$ cat src/rtl/i2cff_pkg.sv
package i2cff_pkg;

  // Register byte addresses
  localparam logic [7:0] ADDR_DATA   = 8'h10;
  localparam logic [7:0] ADDR_RXTHR  = 8'h38;
  localparam logic [7:0] ADDR_TXTHR  = 8'h3C;
  localparam logic [7:0] ADDR_ENABLE = 8'h6C;
  localparam logic [7:0] ADDR_TXLVL  = 8'h74;
  localparam logic [7:0] ADDR_RXLVL  = 8'h78;
  localparam logic [7:0] ADDR_PARAM  = 8'hF4;

  localparam logic [8:0] READ_REQUEST = 9'h100;

  // Strobes from control to datapath
  typedef struct packed {
    logic txPush;
    logic txPop;
    logic rxPush;
    logic rxPop;
    logic flush;
  } fifoStrobes_t;

endpackage

$ cat src/rtl/i2cff_fifo.sv
module i2cff_fifo #(
  parameter int WIDTH = 8,
  parameter int DEPTH = 16,
  localparam int PW = (DEPTH > 1) ? $clog2(DEPTH) : 1,
  localparam int LW = $clog2(DEPTH + 1)
) (
  input  logic             clk,
  input  logic             rstN,
  input  logic             flush,
  input  logic             push,
  input  logic [WIDTH-1:0] pushData,
  input  logic             pop,
  output logic [WIDTH-1:0] headData,
  output logic [LW-1:0]    level
);

  logic [WIDTH-1:0] mem [DEPTH];
  logic [PW-1:0]    wrPtr;
  logic [PW-1:0]    rdPtr;

  function automatic logic [PW-1:0] nextPtr(input logic [PW-1:0] p);
    return (p == PW'(DEPTH - 1)) ? '0 : p + 1'b1;
  endfunction

  always_ff @(posedge clk) begin
    if (!rstN || flush) begin
      wrPtr <= '0;
      rdPtr <= '0;
      level <= '0;
    end else begin
      if (push) wrPtr <= nextPtr(wrPtr);
      if (pop)  rdPtr <= nextPtr(rdPtr);
      case ({push, pop})
        2'b10:   level <= level + 1'b1;
        2'b01:   level <= level - 1'b1;
        default: level <= level;
      endcase
    end
  end

  always_ff @(posedge clk) begin
    if (push && !flush) mem[wrPtr] <= pushData;
  end

  assign headData = mem[rdPtr];

  // control must never push into a full store
  p_no_overflow_r4: assert property (@(posedge clk) disable iff (!rstN)
    push |-> level < LW'(DEPTH));

  // control must never pop an empty store
  p_no_underflow_r3: assert property (@(posedge clk) disable iff (!rstN)
    pop |-> level != '0);

  // outside a flush the level moves by at most one per cycle
  p_level_step_r10: assert property (@(posedge clk) disable iff (!rstN)
    !flush |=> (level == $past(level)) || (level == $past(level) + 1'b1) ||
               (level == $past(level) - 1'b1));

endmodule

$ cat src/rtl/i2cff_datapath.sv
module i2cff_datapath
  import i2cff_pkg::*;
#(
  parameter int TX_DEPTH = 16,
  parameter int RX_DEPTH = 16,
  localparam int TX_LW = $clog2(TX_DEPTH + 1),
  localparam int RX_LW = $clog2(RX_DEPTH + 1)
) (
  input  logic             clk,
  input  logic             rstN,
  input  fifoStrobes_t     strobes,
  input  logic [8:0]       txWord,
  input  logic [7:0]       rxByte,
  output logic [8:0]       cmdWord,
  output logic [7:0]       rxHead,
  output logic [TX_LW-1:0] txLevel,
  output logic [RX_LW-1:0] rxLevel
);

  i2cff_fifo #(.WIDTH(9), .DEPTH(TX_DEPTH)) i_txFifo (
    .clk      (clk),
    .rstN     (rstN),
    .flush    (strobes.flush),
    .push     (strobes.txPush),
    .pushData (txWord),
    .pop      (strobes.txPop),
    .headData (cmdWord),
    .level    (txLevel)
  );

  i2cff_fifo #(.WIDTH(8), .DEPTH(RX_DEPTH)) i_rxFifo (
    .clk      (clk),
    .rstN     (rstN),
    .flush    (strobes.flush),
    .push     (strobes.rxPush),
    .pushData (rxByte),
    .pop      (strobes.rxPop),
    .headData (rxHead),
    .level    (rxLevel)
  );

endmodule

$ cat src/rtl/i2cff_control.sv
module i2cff_control
  import i2cff_pkg::*;
#(
  parameter int TX_DEPTH = 16,
  parameter int RX_DEPTH = 16,
  localparam int TX_LW = $clog2(TX_DEPTH + 1),
  localparam int RX_LW = $clog2(RX_DEPTH + 1)
) (
  input  logic             clk,
  input  logic             rstN,
  input  logic             regWrEn,
  input  logic             regRdEn,
  input  logic [7:0]       regAddr,
  input  logic [31:0]      regWrData,
  output logic [31:0]      regRdData,
  input  logic             cmdReady,
  output logic             cmdValid,
  input  logic             rxPushValid,
  input  logic [TX_LW-1:0] txLevel,
  input  logic [RX_LW-1:0] rxLevel,
  input  logic [7:0]       rxHead,
  output fifoStrobes_t     strobes,
  output logic [8:0]       txWord,
  output logic             txEmptyFlag,
  output logic             rxFullFlag,
  output logic             txOverPulse,
  output logic             rxUnderPulse,
  output logic             rxOverPulse
);

  localparam logic [7:0] TX_DEPTH_M1 = 8'(TX_DEPTH - 1);
  localparam logic [7:0] RX_DEPTH_M1 = 8'(RX_DEPTH - 1);

  logic       enabled;
  logic [7:0] txThr;
  logic [7:0] rxThr;
  logic       dataHit;
  logic       txFull;
  logic       rxFull;
  logic       txEmpty;
  logic       rxEmpty;
  logic       unusedWrBits;

  assign unusedWrBits = ^regWrData[31:9];

  assign dataHit = (regAddr == ADDR_DATA);
  assign txFull  = (txLevel == TX_LW'(TX_DEPTH));
  assign rxFull  = (rxLevel == RX_LW'(RX_DEPTH));
  assign txEmpty = (txLevel == '0);
  assign rxEmpty = (rxLevel == '0);

  // Command word: read requests carry no data
  assign txWord = regWrData[8] ? READ_REQUEST : {1'b0, regWrData[7:0]};

  assign cmdValid = enabled && !txEmpty;

  always_comb begin
    strobes.txPush = enabled && regWrEn && dataHit && !txFull;
    strobes.rxPop  = enabled && regRdEn && dataHit && !rxEmpty;
    strobes.txPop  = cmdValid && cmdReady;
    strobes.rxPush = enabled && rxPushValid && !rxFull;
    strobes.flush  = !enabled;
  end

  // Configuration registers
  always_ff @(posedge clk) begin
    if (!rstN) begin
      enabled <= 1'b0;
      txThr   <= '0;
      rxThr   <= '0;
    end else if (regWrEn) begin
      case (regAddr)
        ADDR_ENABLE: enabled <= regWrData[0];
        ADDR_TXTHR:  txThr   <= regWrData[7:0];
        ADDR_RXTHR:  rxThr   <= regWrData[7:0];
        default: ;
      endcase
    end
  end

  // Lost-access pulses, one cycle after the offending access
  always_ff @(posedge clk) begin
    if (!rstN) begin
      txOverPulse  <= 1'b0;
      rxUnderPulse <= 1'b0;
      rxOverPulse  <= 1'b0;
    end else begin
      txOverPulse  <= enabled && regWrEn && dataHit && txFull;
      rxUnderPulse <= enabled && regRdEn && dataHit && rxEmpty;
      rxOverPulse  <= enabled && rxPushValid && rxFull;
    end
  end

  // Threshold indications
  assign txEmptyFlag = enabled && (16'(txLevel) <= 16'(txThr));
  assign rxFullFlag  = (16'(rxLevel) > 16'(rxThr));

  // Register read mux
  always_comb begin
    regRdData = '0;
    case (regAddr)
      ADDR_DATA:   regRdData = rxEmpty ? 32'h0 : {24'h0, rxHead};
      ADDR_RXTHR:  regRdData = {24'h0, rxThr};
      ADDR_TXTHR:  regRdData = {24'h0, txThr};
      ADDR_ENABLE: regRdData = {31'h0, enabled};
      ADDR_TXLVL:  regRdData = 32'(txLevel);
      ADDR_RXLVL:  regRdData = 32'(rxLevel);
      ADDR_PARAM:  regRdData = {8'h0, TX_DEPTH_M1, RX_DEPTH_M1, 8'h0};
      default:     regRdData = '0;
    endcase
  end

  // a disabled cycle leaves both stores empty after the next edge
  p_flush_empty_r7: assert property (@(posedge clk) disable iff (!rstN)
    !enabled |=> (txLevel == '0) && (rxLevel == '0));

  // an over pulse only follows a cycle with the transmit store full
  p_tx_over_full_r4: assert property (@(posedge clk) disable iff (!rstN)
    txOverPulse |-> $past(txLevel) == TX_LW'(TX_DEPTH));

  // an under pulse only follows a cycle with nothing received
  p_rx_under_empty_r5: assert property (@(posedge clk) disable iff (!rstN)
    rxUnderPulse |-> $past(rxLevel) == '0);

  // a dropped push keeps the receive store full
  p_rx_over_full_r6: assert property (@(posedge clk) disable iff (!rstN)
    rxOverPulse |-> $past(rxLevel) == RX_LW'(RX_DEPTH));

endmodule

$ cat src/rtl/i2cff_top.sv
module i2cff_top
  import i2cff_pkg::*;
#(
  parameter int TX_DEPTH = 16,
  parameter int RX_DEPTH = 16
) (
  input  logic        clk,
  input  logic        rstN,
  input  logic        regWrEn,
  input  logic        regRdEn,
  input  logic [7:0]  regAddr,
  input  logic [31:0] regWrData,
  output logic [31:0] regRdData,
  output logic        cmdValid,
  input  logic        cmdReady,
  output logic [8:0]  cmdWord,
  input  logic        rxPushValid,
  input  logic [7:0]  rxPushData,
  output logic        txEmptyFlag,
  output logic        rxFullFlag,
  output logic        txOverPulse,
  output logic        rxUnderPulse,
  output logic        rxOverPulse
);

  localparam int TX_LW = $clog2(TX_DEPTH + 1);
  localparam int RX_LW = $clog2(RX_DEPTH + 1);

  fifoStrobes_t     strobes;
  logic [8:0]       txWord;
  logic [7:0]       rxHead;
  logic [TX_LW-1:0] txLevel;
  logic [RX_LW-1:0] rxLevel;

  i2cff_control #(.TX_DEPTH(TX_DEPTH), .RX_DEPTH(RX_DEPTH)) i_control (
    .clk          (clk),
    .rstN         (rstN),
    .regWrEn      (regWrEn),
    .regRdEn      (regRdEn),
    .regAddr      (regAddr),
    .regWrData    (regWrData),
    .regRdData    (regRdData),
    .cmdReady     (cmdReady),
    .cmdValid     (cmdValid),
    .rxPushValid  (rxPushValid),
    .txLevel      (txLevel),
    .rxLevel      (rxLevel),
    .rxHead       (rxHead),
    .strobes      (strobes),
    .txWord       (txWord),
    .txEmptyFlag  (txEmptyFlag),
    .rxFullFlag   (rxFullFlag),
    .txOverPulse  (txOverPulse),
    .rxUnderPulse (rxUnderPulse),
    .rxOverPulse  (rxOverPulse)
  );

  i2cff_datapath #(.TX_DEPTH(TX_DEPTH), .RX_DEPTH(RX_DEPTH)) i_datapath (
    .clk     (clk),
    .rstN    (rstN),
    .strobes (strobes),
    .txWord  (txWord),
    .rxByte  (rxPushData),
    .cmdWord (cmdWord),
    .rxHead  (rxHead),
    .txLevel (txLevel),
    .rxLevel (rxLevel)
  );

endmodule

$ cat config.mk
export PLATFORM = sky130hd
export DESIGN_NAME = i2cff_top
export DESIGN_NICKNAME = d
export VERILOG_FILES = /design/src/rtl/i2cff_pkg.sv /design/src/rtl/i2cff_fifo.sv /design/src/rtl/i2cff_datapath.sv /design/src/rtl/i2cff_control.sv /design/src/rtl/i2cff_top.sv
export SDC_FILE = /design/constraint.sdc
export NUM_CORES = 1
export LEC_CHECK = 0
export BUFFER_PORTS_ARGS = -buffer_cell sky130_fd_sc_hd__buf_2
export CORE_MARGIN = 2
export CORE_UTILIZATION = 58
export CTS_CLUSTER_SIZE = 25
export DETAILED_ROUTE_END_ITERATION = 10
export PLACE_DENSITY = 0.87
export REMOVE_ABC_BUFFERS = 1
export SYNTH_ARGS = -nofsm -noshare
export SYNTH_HDL_FRONTEND = slang
export SYNTH_SLANG_ARGS = --single-unit
export TNS_END_PERCENT = 5
$ cat constraint.sdc
create_clock -name clk -period 9.1 [get_ports clk]
set_input_delay 2.73 -clock clk [delete_from_list [all_inputs] [get_ports clk]]
set_output_delay 2.73 -clock clk [all_outputs]
set_load 0.02 [all_outputs]
After elaboration in Yosys (flattened, before gate mapping)
Memory sizes are Yosys's and may differ from the RTL's. A register that Yosys moved wholly into a read port is not among the register bits.
Index checks and enable logic that the tools add are counted.
- eq/ne operators: 17
- muxes and demuxes: 17
- reduce and logical (&&, ||, !) cells: 30
- $add $sub $neg: 8
- magnitude comparators: 2
- operators by type and width (operator ; number):
    case mux 32 bit (7 select lines) ; 1
    two-way mux 4 bit ; 8
    equality test 8 x 7 -> 1 bit, second input constant ; 3
    case mux 5 bit (2 select lines) ; 2
    adder 4 x 1 -> 4 bit, second input constant ; 4
    equality test 4 bit, second input constant ; 4
    equality test 8 x 6 -> 1 bit, second input constant ; 2
    logical AND 1 bit ; 16
    adder 5 x 1 -> 5 bit, second input constant ; 2
    equality test 5 bit, second input constant ; 2
    zero test 5 bit ; 2
    subtractor 5 x 1 -> 5 bit, second input constant ; 2
    two-way mux 9 bit ; 1
    equality test 8 x 5 -> 1 bit, second input constant ; 1
    equality test 8 bit, second input constant ; 1
    > comparator 5 x 8 -> 1 bit ; 1
    <= comparator 5 x 8 -> 1 bit ; 1
    two-way mux 8 bit ; 1
    zero test 1 bit ; 6
    AND reduction 2 bit ; 3
    equality test 2 x 1 -> 1 bit, second input constant ; 2
    equality test 2 bit, second input constant ; 2
    two-way mux 1 bit ; 4
    nonzero test 2 bit ; 2
    logical OR 1 bit ; 1
- word-level logic and storage cells: 88
- output and inout bits: 47
- register bits after elaboration: 46
- memories kept: 2
- bits in writable memories: 272
- input port bits: 54
- memories (name ; depth ; width ; read ports ; clocked after Yosys merged registers in ; wr ports ; RTL line ; source):
    i_datapath.i_txFifo.mem ; 16 ; 9 ; 1 ; 1 ; 1 ; i2cff_fifo.sv:17 ; logic [WIDTH-1:0] mem [DEPTH];
    i_datapath.i_rxFifo.mem ; 16 ; 8 ; 1 ; 1 ; 1 ; i2cff_fifo.sv:17 ;

Logic depth before layout (Yosys ltp)
Gate-level depths: netlist of the first run.
- depth after elaboration: 6
- gate-level depth with buffers: 13
- depth with buffers taken out: 12

Hierarchy
A second synthesis of the first run with hierarchy kept.
- cells, all modules: 874
- area total of the unflattened synthesis: 14051.0 um2
- by module, submodules not included (module ; area each (um2) ; cells an instance ; times used ; sequential area each (um2)):
    i2cff_fifo (i_datapath.i_txFifo) ; 6449.9 ; 334 ; 1 ; 4664.5
    i2cff_fifo (i_datapath.i_rxFifo) ; 5831.8 ; 310 ; 1 ; 4184.0
    i2cff_control ; 1769.2 ; 230 ; 1 ; 400.4

Worst setup path before layout of the first run
OpenSTA, ideal clock, no wires.
- path kind: input port to output port
- start point: input port regAddr[3]
- end point: output port regRdData[10]
- required time: 6.370 ns
- setup slack: 1.975 ns
- buffers on the path: 1
- stages: 3
- arrival time: 4.395 ns
- cells stage by stage: nand4b_1 -> nor4_1 -> buf_4
- word-level cells in the longest chain between the ends: 2
- elaborated cells between the ends (all ways): 8
- classes of those cells: eq/ne: 7; mux: 1
- ends and longest elaborated chain (what ; RTL line ; source):
    from (decl) ; i2cff_top.sv:11 ; input logic [7:0] regAddr,
    equality test 8 bit, or another cell as far along ; i2cff_control.sv:101 ; case (regAddr)
    case mux 32 bit (7 select lines) * ; i2cff_control.sv:101 ;
    to (decl) ; i2cff_top.sv:13 ; output logic [31:0] regRdData,
Mark *: on every way between the ends. The rest lies on a longest branch, timed or not.

Worst setup path in the final report of the first run
- start point: input port regAddr[7]
- end point: output port regRdData[4]
The elaborated chain is that of the path after synthesis.

==> flow_results.xml, run 1 <==
<?xml version="1.0" encoding="UTF-8"?>
<metrics>
  <group name="clocking">
    <metric name="cts.htree.levels" unit="">1</metric>
    <metric name="clk_transition_reported_paths" unit="ns">0.06</metric>
    <metric name="numCtsBuffers" unit="">31</metric>
    <metric name="clock-sinks" unit="">326</metric>
    <metric name="clk-insertion-delay-late" unit="ns">0.56</metric>
    <metric name="cts_tree" unit="">yes</metric>
    <metric name="max-clock-path-buffers" unit="">3</metric>
    <metric name="post_cts_hold_buffer_count" unit="">0</metric>
    <metric name="post_cts_resize_count" unit="">0</metric>
    <metric name="cts.repair_timing.setup_buffer_count" unit="">0</metric>
    <metric name="cts_root_buf" unit="">sky130_fd_sc_hd__clkbuf_16</metric>
  </group>
  <group name="drt">
    <metric name="detail_route.first_pass.iterations" unit="">6</metric>
    <metric name="avgViaCountPerCell" unit="">6.08</metric>
    <metric name="wirelength" unit="um">27400</metric>
    <metric name="final_antenna_net_count" unit="">0</metric>
    <metric name="route.detailed.drc" unit="">0</metric>
    <metric name="routed_wire_length_per_instance" unit="um">22.3</metric>
    <metric name="drt-initial-drc-count" unit="">682</metric>
    <metric name="vias" unit="">7470</metric>
  </group>
  <group name="finish">
    <metric name="syn2layout_area_growth" unit="%">10.9</metric>
    <metric name="fillCellCount" unit="">1569</metric>
    <metric name="drive_gt1_frac" unit="">0.229</metric>
    <metric name="post_layout_nonfiller_instances" unit="">1228</metric>
    <metric name="finalInstanceArea" unit="um2">15200</metric>
    <metric name="final_nets" unit="">971</metric>
    <metric name="insertedDiodeCount" unit="">0</metric>
  </group>
  <group name="status">
    <metric name="status" unit="">finished, final reports clean</metric>
  </group>
  <group name="synthesis">
    <metric name="synth_enable_flop_cells" unit="">272</metric>
    <metric name="postSynth.asyncResetShare" unit="">0</metric>
    <metric name="top_cells_by_area_synth" unit="">sky130_fd_sc_hd__edfxtp_1, sky130_fd_sc_hd__mux4_2, sky130_fd_sc_hd__dfxtp_1</metric>
    <metric name="mapped_cells" unit="">835</metric>
    <metric name="synth.avg_cell_area" unit="um2">16.5</metric>
    <metric name="synth_top_area_cell" unit="">sky130_fd_sc_hd__edfxtp_1</metric>
    <metric name="synth-seq-cells" unit="">326</metric>
    <metric name="ys.warnings.count" unit="">0</metric>
    <metric name="top_count_cell_post_synth" unit="">sky130_fd_sc_hd__edfxtp_1</metric>
    <metric name="synth-main-ff-cell" unit="">sky130_fd_sc_hd__edfxtp_1</metric>
    <metric name="synth.lib_cells_used.distinct" unit="">63</metric>
    <metric name="post_synth_instance_area" unit="um2">13700</metric>
    <metric name="synth-seq-area-share" unit="">0.673</metric>
    <metric name="synth_top_cells_by_count" unit="">sky130_fd_sc_hd__edfxtp_1, sky130_fd_sc_hd__mux4_2, sky130_fd_sc_hd__dfxtp_1</metric>
    <metric name="yosys.area.top_type_share" unit="">0.594</metric>
  </group>
  <group name="place">
    <metric name="detailed_place_hpwl" unit="um">17700</metric>
    <metric name="post_detailed_placement_cell_area" unit="um2">14200</metric>
    <metric name="post-place-cells" unit="">1176</metric>
    <metric name="gpl.final_weighted_congestion" unit="">0.803</metric>
    <metric name="placement.io_buffers" unit="">61</metric>
  </group>
  <group name="sta">
    <metric name="count_of_endpoints_failing_setup_in_the_final_report" unit="">0</metric>
    <metric name="grt_setup_unrepaired" unit="">no</metric>
    <metric name="fin_worst_skew" unit="ns">0.0120</metric>
    <metric name="fmaxAchievable" unit="MHz">134</metric>
    <metric name="hold_viol" unit="">0</metric>
    <metric name="fin_crit" unit="ns">7.44</metric>
    <metric name="layout_worst_path_cycle_share" unit="">0.817</metric>
    <metric name="max-slew-margin-rel" unit="">0.291</metric>
    <metric name="setup-tns-final" unit="ns">0</metric>
    <metric name="worst_slew_pin_slew" unit="ns">1.06</metric>
    <metric name="hold-worst-slack" unit="ns">0.485</metric>
    <metric name="number_of_max_slew_violations_in_the_final_report" unit="">0</metric>
  </group>
  <group name="critical_path">
    <metric name="category_of_the_worst_setup_path_launch_point" unit="">input port</metric>
    <metric name="r2r_start" unit="">i_datapath.i_txFifo.level[1]</metric>
    <metric name="crit_fanout" unit="">17</metric>
    <metric name="type_of_the_worst_setup_path" unit="">in2out</metric>
    <metric name="worstRegToRegCells" unit="">10</metric>
    <metric name="r2r-end" unit="">i_datapath.i_txFifo.level[4]</metric>
    <metric name="crit_required" unit="ns">6.37</metric>
    <metric name="r2r_slack" unit="ns">5.95</metric>
    <metric name="crit_path_end_kind" unit="">primary output</metric>
    <metric name="critical_path.endpoint" unit="">regRdData[4]</metric>
    <metric name="critical_path_data_arrival_time" unit="ns">4.71</metric>
    <metric name="cp_launch_point" unit="">regAddr[7]</metric>
  </group>
  <group name="floorplan">
    <metric name="floorplan.die_area" unit="um2">24900</metric>
    <metric name="initial_core_utilization" unit="">0.589</metric>
    <metric name="coreArea" unit="um2">23300</metric>
    <metric name="count_of_standard_cell_rows" unit="">56</metric>
    <metric name="die_height" unit="um">158</metric>
    <metric name="die_width" unit="um">158</metric>
    <metric name="ioPinCount" unit="">101</metric>
  </group>
  <group name="global_route">
    <metric name="first_global_vias" unit="">7548</metric>
    <metric name="grtUsageTotal" unit="">0.226</metric>
    <metric name="wire_length_of_the_first_global_routing_pass" unit="um">42300</metric>
    <metric name="global_route.overflow_total" unit="">0</metric>
    <metric name="antenna_found_initial" unit="">0</metric>
    <metric name="grt_start_max_net_pins" unit="">37</metric>
  </group>
  <group name="min_path">
    <metric name="holdCritPathClass" unit="">reg2reg</metric>
  </group>
  <group name="pwr">
    <metric name="power.total" unit="mW">2.93</metric>
    <metric name="powerDensity" unit="nW/um2">192</metric>
    <metric name="vdd_ir_drop_max" unit="V">0.000204</metric>
    <metric name="power_leakage" unit="nW">4.72</metric>
  </group>
  <group name="flow_run">
    <metric name="number_of_max_cap_violations" unit="">0</metric>
  </group>
</metrics>
[power breakdown]
| group | switching [mW] | internal, mW |
|---|---|---|
| logic | 0.0320 | 0.00818 |
| clock network | 0.516 | 0.757 |
| registers | 0.0000945 | 1.61 |
[layout make-up]
cell class	instances	area (um2)	share of cell area
well taps	319	399	0.0262
clock buffers	35	791	0.0519
inverters	25	93.8	0.00616
repair buffers	72	388	0.0254
flip-flops and latches	326	9250	0.607
clock inverters	17	209	0.0137
multi-input cells	434	4110	0.270
[kinds of logic after synthesis]
family	Yosys count	synth area share
adders and majority gates	27	0.0246
buffers and inverters	90	0.0340
and+or+nand+nor	182	0.0681
other	1	0.000273
muxes	100	0.143
DFF	326	0.673
xor gates and xnor gates	12	0.00765
AOI/OAI and AO/OA	97	0.0495
[how the worst min path moves through the flow]
stage,startpoint,end,slack (ns),depth (start not counted)
6_report,i_control.rxThr[7],i_control.rxThr[7],0.48,2
5_1_grt,i_control.rxThr[2],i_control.rxThr[2],0.51,2
4_1_cts,i_control.rxThr[7],i_control.rxThr[7],0.49,2
3_5_place_dp,i_control.rxThr[7],i_control.rxThr[7],0.48,2
3_3_place_gp,i_control.rxThr[7],i_control.rxThr[7],0.47,2
2_1_floorplan,i_control.txThr[6],i_control.txThr[6],0.45,2
[layout by cell type (no fill, tap or decap), types with 23 or more instances in the layout]
master | synthesis | routed
sky130_fd_sc_hd__nand3_1 | 25 | 25
sky130_fd_sc_hd__buf_2 | 10 | 61
sky130_fd_sc_hd__mux2i_1 | 23 | 23
sky130_fd_sc_hd__inv_1 | 25 | 25
sky130_fd_sc_hd__edfxtp_1 | 272 | 272
sky130_fd_sc_hd__dfxtp_1 | 54 | 52
sky130_fd_sc_hd__nor2_1 | 44 | 44
sky130_fd_sc_hd__nand2_1 | 46 | 46
sky130_fd_sc_hd__clkbuf_16 | 0 | 31
sky130_fd_sc_hd__ha_1 | 27 | 27
sky130_fd_sc_hd__mux4_2 | 77 | 77
[registers in the layout (all words and copies together), names as in the netlist, named ones only]
name                       count
i_control.enabled              1
i_control.rxThr                8
i_datapath.i_rxFifo.level      5
i_control.txThr                8
i_control.rxUnderPulse         1
i_datapath.i_txFifo.wrPtr      4
i_datapath.i_rxFifo.rdPtr      4
i_datapath.i_rxFifo.wrPtr      4
i_control.txOverPulse          1
i_datapath.i_txFifo.rdPtr      4
i_datapath.i_txFifo.level      5
i_control.rxOverPulse          1
i_datapath.i_rxFifo.mem      128
i_datapath.i_txFifo.mem      144
[critical path, cell delays in order]
cell	delay [ns]
sky130_fd_sc_hd__buf_2	0.13
sky130_fd_sc_hd__or4_4	0.55
sky130_fd_sc_hd__nor2_2	0.57
sky130_fd_sc_hd__a222oi_1	0.23
sky130_fd_sc_hd__o211a_1	0.18
sky130_fd_sc_hd__o21ai_1	0.10
sky130_fd_sc_hd__buf_2	0.20
[layer usage]
metal | part of all wire | vias up | track usage
met5 | 0 | - | 0
met4 | 0.030 | 0 | 0.0665
met3 | 0.046 | 64 | 0.0342
met2 | 0.54 | 237 | 0.417
met1 | 0.38 | 3825 | 0.276
li1 | - | 3344 | -
[metrics by stage]
step / utilization / setup WS [ns]
finish: 0.653 / 1.66
global route: 0.653 / 1.51
CTS: 0.653 / 1.66
detailed placement: 0.610 / 1.68
global placement: 0.610 / 1.70
floorplan: - / -1.05
Note: power is estimated with default switching activity, not from simulation.
==> run 2: changes to the inputs <==
Clock period 9.1 ns to 7.74 ns, I/O delays scaled along.
==> run 2 against run 1 <==
  * Setup slack worse by 0.60 ns
  * Clock power is 19% higher
  * Global-route usage is 0.39 points higher
  * Non-clock buffer count is 1 higher
  * Design area is 0.15% higher
  * Combinational power is 17% higher
  * Critical path depth stayed put
  * Power is 18% higher
  * Die area stayed put
==> flow_results.xml, run 2 (synthesis gave the netlist of run 1 again) <==
<?xml version="1.0" encoding="UTF-8"?>
<metrics>
  <group name="status">
    <metric name="status" unit="">finished, final reports clean</metric>
  </group>
  <group name="clocking">
    <metric name="cts.htree.levels" unit="">1</metric>
    <metric name="clock-sinks" unit="">326</metric>
    <metric name="post_cts_hold_buffer_count" unit="">0</metric>
    <metric name="clk_transition_reported_paths" unit="ns">0.06</metric>
    <metric name="cts_root_buf" unit="">sky130_fd_sc_hd__clkbuf_16</metric>
    <metric name="clk-insertion-delay-late" unit="ns">0.56</metric>
    <metric name="cts.repair_timing.setup_buffer_count" unit="">0</metric>
    <metric name="cts_tree" unit="">yes</metric>
    <metric name="max-clock-path-buffers" unit="">3</metric>
    <metric name="numCtsBuffers" unit="">31</metric>
    <metric name="post_cts_resize_count" unit="">0</metric>
  </group>
  <group name="finish">
    <metric name="largest_register" unit="">i_datapath.i_txFifo.mem</metric>
    <metric name="drive_gt1_frac" unit="">0.233</metric>
    <metric name="final_nets" unit="">972</metric>
    <metric name="mostFrequentLayoutCell" unit="">sky130_fd_sc_hd__edfxtp_1</metric>
    <metric name="final_cell_mix" unit="">sky130_fd_sc_hd__edfxtp_1, sky130_fd_sc_hd__mux4_2, sky130_fd_sc_hd__buf_2</metric>
    <metric name="largest_registers" unit="">i_datapath.i_txFifo.mem (144), i_datapath.i_rxFifo.mem (128)</metric>
    <metric name="finalInstanceArea" unit="um2">15300</metric>
    <metric name="syn2layout_area_growth" unit="%">11.1</metric>
    <metric name="largest_register_ffs" unit="">144</metric>
    <metric name="insertedDiodeCount" unit="">0</metric>
  </group>
  <group name="sta">
    <metric name="fin_worst_skew" unit="ns">0.0132</metric>
    <metric name="number_of_max_slew_violations_in_the_final_report" unit="">0</metric>
    <metric name="hold-worst-slack" unit="ns">0.488</metric>
    <metric name="max-slew-margin-rel" unit="">0.299</metric>
    <metric name="layout_worst_path_cycle_share" unit="">0.863</metric>
    <metric name="count_of_endpoints_failing_setup_in_the_final_report" unit="">0</metric>
    <metric name="hold_viol" unit="">0</metric>
    <metric name="fin_crit" unit="ns">6.68</metric>
    <metric name="grt_setup_unrepaired" unit="">no</metric>
    <metric name="worst_slew_pin_slew" unit="ns">1.05</metric>
    <metric name="finalWorstSetupSlack" unit="ns">1.06</metric>
    <metric name="fmaxAchievable" unit="MHz">150</metric>
  </group>
  <group name="pwr">
    <metric name="power.net_switching" unit="uW">660</metric>
    <metric name="switching_share" unit="">0.191</metric>
    <metric name="powerDensity" unit="nW/um2">226</metric>
    <metric name="power_leakage" unit="nW">4.75</metric>
    <metric name="power.share.combinational" unit="">0.014</metric>
    <metric name="vdd_ir_drop_max" unit="V">0.000206</metric>
    <metric name="power.total" unit="mW">3.45</metric>
    <metric name="p_int" unit="mW">2.79</metric>
    <metric name="clkPwrFrac" unit="">0.437</metric>
    <metric name="p_seq_frac" unit="">0.550</metric>
  </group>
  <group name="global_route">
    <metric name="antenna_found_initial" unit="">0</metric>
    <metric name="global_route.overflow_total" unit="">0</metric>
    <metric name="grt_start_max_net_pins" unit="">37</metric>
    <metric name="grtUsageTotal" unit="">0.230</metric>
    <metric name="wire_length_of_the_first_global_routing_pass" unit="um">43000</metric>
    <metric name="first_global_vias" unit="">7606</metric>
  </group>
  <group name="floorplan">
    <metric name="initial_core_utilization" unit="">0.589</metric>
    <metric name="die_width" unit="um">158</metric>
    <metric name="floorplan.die_area" unit="um2">24900</metric>
    <metric name="ioPinCount" unit="">101</metric>
    <metric name="count_of_standard_cell_rows" unit="">56</metric>
    <metric name="die_height" unit="um">158</metric>
    <metric name="coreArea" unit="um2">23300</metric>
  </group>
  <group name="drt">
    <metric name="wirelength" unit="um">27700</metric>
    <metric name="route.detailed.drc" unit="">0</metric>
    <metric name="detail_route.first_pass.iterations" unit="">5</metric>
    <metric name="final_antenna_net_count" unit="">0</metric>
    <metric name="avgViaCountPerCell" unit="">6.00</metric>
    <metric name="routed_wire_length_per_instance" unit="um">22.4</metric>
    <metric name="drt-initial-drc-count" unit="">533</metric>
    <metric name="vias" unit="">7415</metric>
  </group>
  <group name="critical_path">
    <metric name="critical_path.endpoint" unit="">regRdData[4]</metric>
    <metric name="top_delay_family_on_crit_path" unit="">simple AND/OR/NAND/NOR gates</metric>
    <metric name="dominant_cell_type_by_count_on_the_critical_path" unit="">sky130_fd_sc_hd__buf_2</metric>
    <metric name="cp_launch_point" unit="">regAddr[7]</metric>
    <metric name="r2r_slack" unit="ns">4.55</metric>
    <metric name="r2r_start" unit="">i_datapath.i_txFifo.level[1]</metric>
    <metric name="crit_path_top_delay_cell" unit="">sky130_fd_sc_hd__nor2_2</metric>
    <metric name="crit_chain" unit="">buf_2, or4_4, nor2_2, a222oi_1, o211a_1, o21ai_1, buf_2</metric>
    <metric name="worstRegToRegCells" unit="">10</metric>
    <metric name="critical_path.n_buffers_inverters" unit="">2</metric>
    <metric name="critical_path_data_arrival_time" unit="ns">4.36</metric>
    <metric name="crit_fanout" unit="">17</metric>
    <metric name="r2r-end" unit="">i_datapath.i_txFifo.level[4]</metric>
    <metric name="crit_required" unit="ns">5.42</metric>
    <metric name="category_of_the_worst_setup_path_launch_point" unit="">input port</metric>
    <metric name="worst-path-stages" unit="">7</metric>
    <metric name="type_of_the_worst_setup_path" unit="">in2out</metric>
    <metric name="cp_slowest_stage_delay" unit="ns">0.57</metric>
    <metric name="crit_path_end_kind" unit="">primary output</metric>
  </group>
  <group name="place">
    <metric name="detailed_place_hpwl" unit="um">17700</metric>
    <metric name="post_detailed_placement_cell_area" unit="um2">14200</metric>
    <metric name="gpl.final_weighted_congestion" unit="">0.799</metric>
    <metric name="placement.io_buffers" unit="">61</metric>
    <metric name="pre_cts_slack" unit="ns">1.10</metric>
  </group>
  <group name="min_path">
    <metric name="holdCritPathClass" unit="">reg2reg</metric>
  </group>
  <group name="flow_run">
    <metric name="number_of_max_cap_violations" unit="">0</metric>
  </group>
</metrics>
==> run 2: changes by cell type in the layout (fill, tap and decap cells not counted), moves of 2 or more <==
cell,previous run,this run
sky130_fd_sc_hd__clkbuf_1,4,9
sky130_fd_sc_hd__clkinv_1,6,2
sky130_fd_sc_hd__clkinv_2,3,7
sky130_fd_sc_hd__clkbuf_8,0,5
sky130_fd_sc_hd__bufinv_16,5,3
==> run 2: per-layer routing <==
metal,GRT usage,routed length (um),up-vias
met5,0,0,-
met4,0.0704,735,0
met3,0.0339,1130,58
met2,0.430,15400,225
met1,0.274,10400,3782
li1,-,-,3350
==> run 2: how the worst min path moves through the flow <==
| stage | start | cells after the start | end |
|---|---|---|---|
| floorplan | i_control.txThr[6] | 2 | i_control.txThr[6] |
| global placement | i_control.rxThr[7] | 2 | i_control.rxThr[7] |
| detailed placement | i_control.txThr[2] | 2 | i_control.txThr[2] |
| CTS | i_control.txThr[2] | 2 | i_control.txThr[2] |
| global route | i_control.rxThr[2] | 2 | i_control.rxThr[2] |
| finish | i_control.rxThr[6] | 2 | i_control.rxThr[6] |
==> run 2: worst min-delay path: stages (launching register included) <==
cell	delay, ns
sky130_fd_sc_hd__dfxtp_1	0.32
sky130_fd_sc_hd__nand2_1	0.05
sky130_fd_sc_hd__a21boi_0	0.06
==> run 2: cell type report <==
cell class                      count  area (um2)
Clock inverter                     13         141
Fill cell                        1548        8070
Tap cell                          319         399
Sequential cell                   326        9250
Clock buffer                       45         878
Inverter                           25        93.8
Timing Repair Buffer               73         395
Multi-Input combinational cell    434        4100
==> run 2: power groups by stage <==
stage | combinational [mW] | sequential [mW] | clock, mW
6_report | 0.0469 | 1.90 | 1.51
5_1_grt | 0.0521 | 1.90 | 1.59
4_1_cts | 0.0467 | 1.90 | 1.52
3_5_place_dp | 0.0466 | 1.94 | 0
3_3_place_gp | 0.0438 | 1.94 | 0
2_1_floorplan | 0.0172 | 1.94 | 0
==> run 2: through the flow <==
step	instances	utilization	TNS [ns]
after detailed placement	1177	0.610	0
after global routing	1235	0.654	0
final	1235	0.654	0
after CTS	1235	0.654	0
after floorplan	785	-	-12.78
after global placement	1177	0.610	0
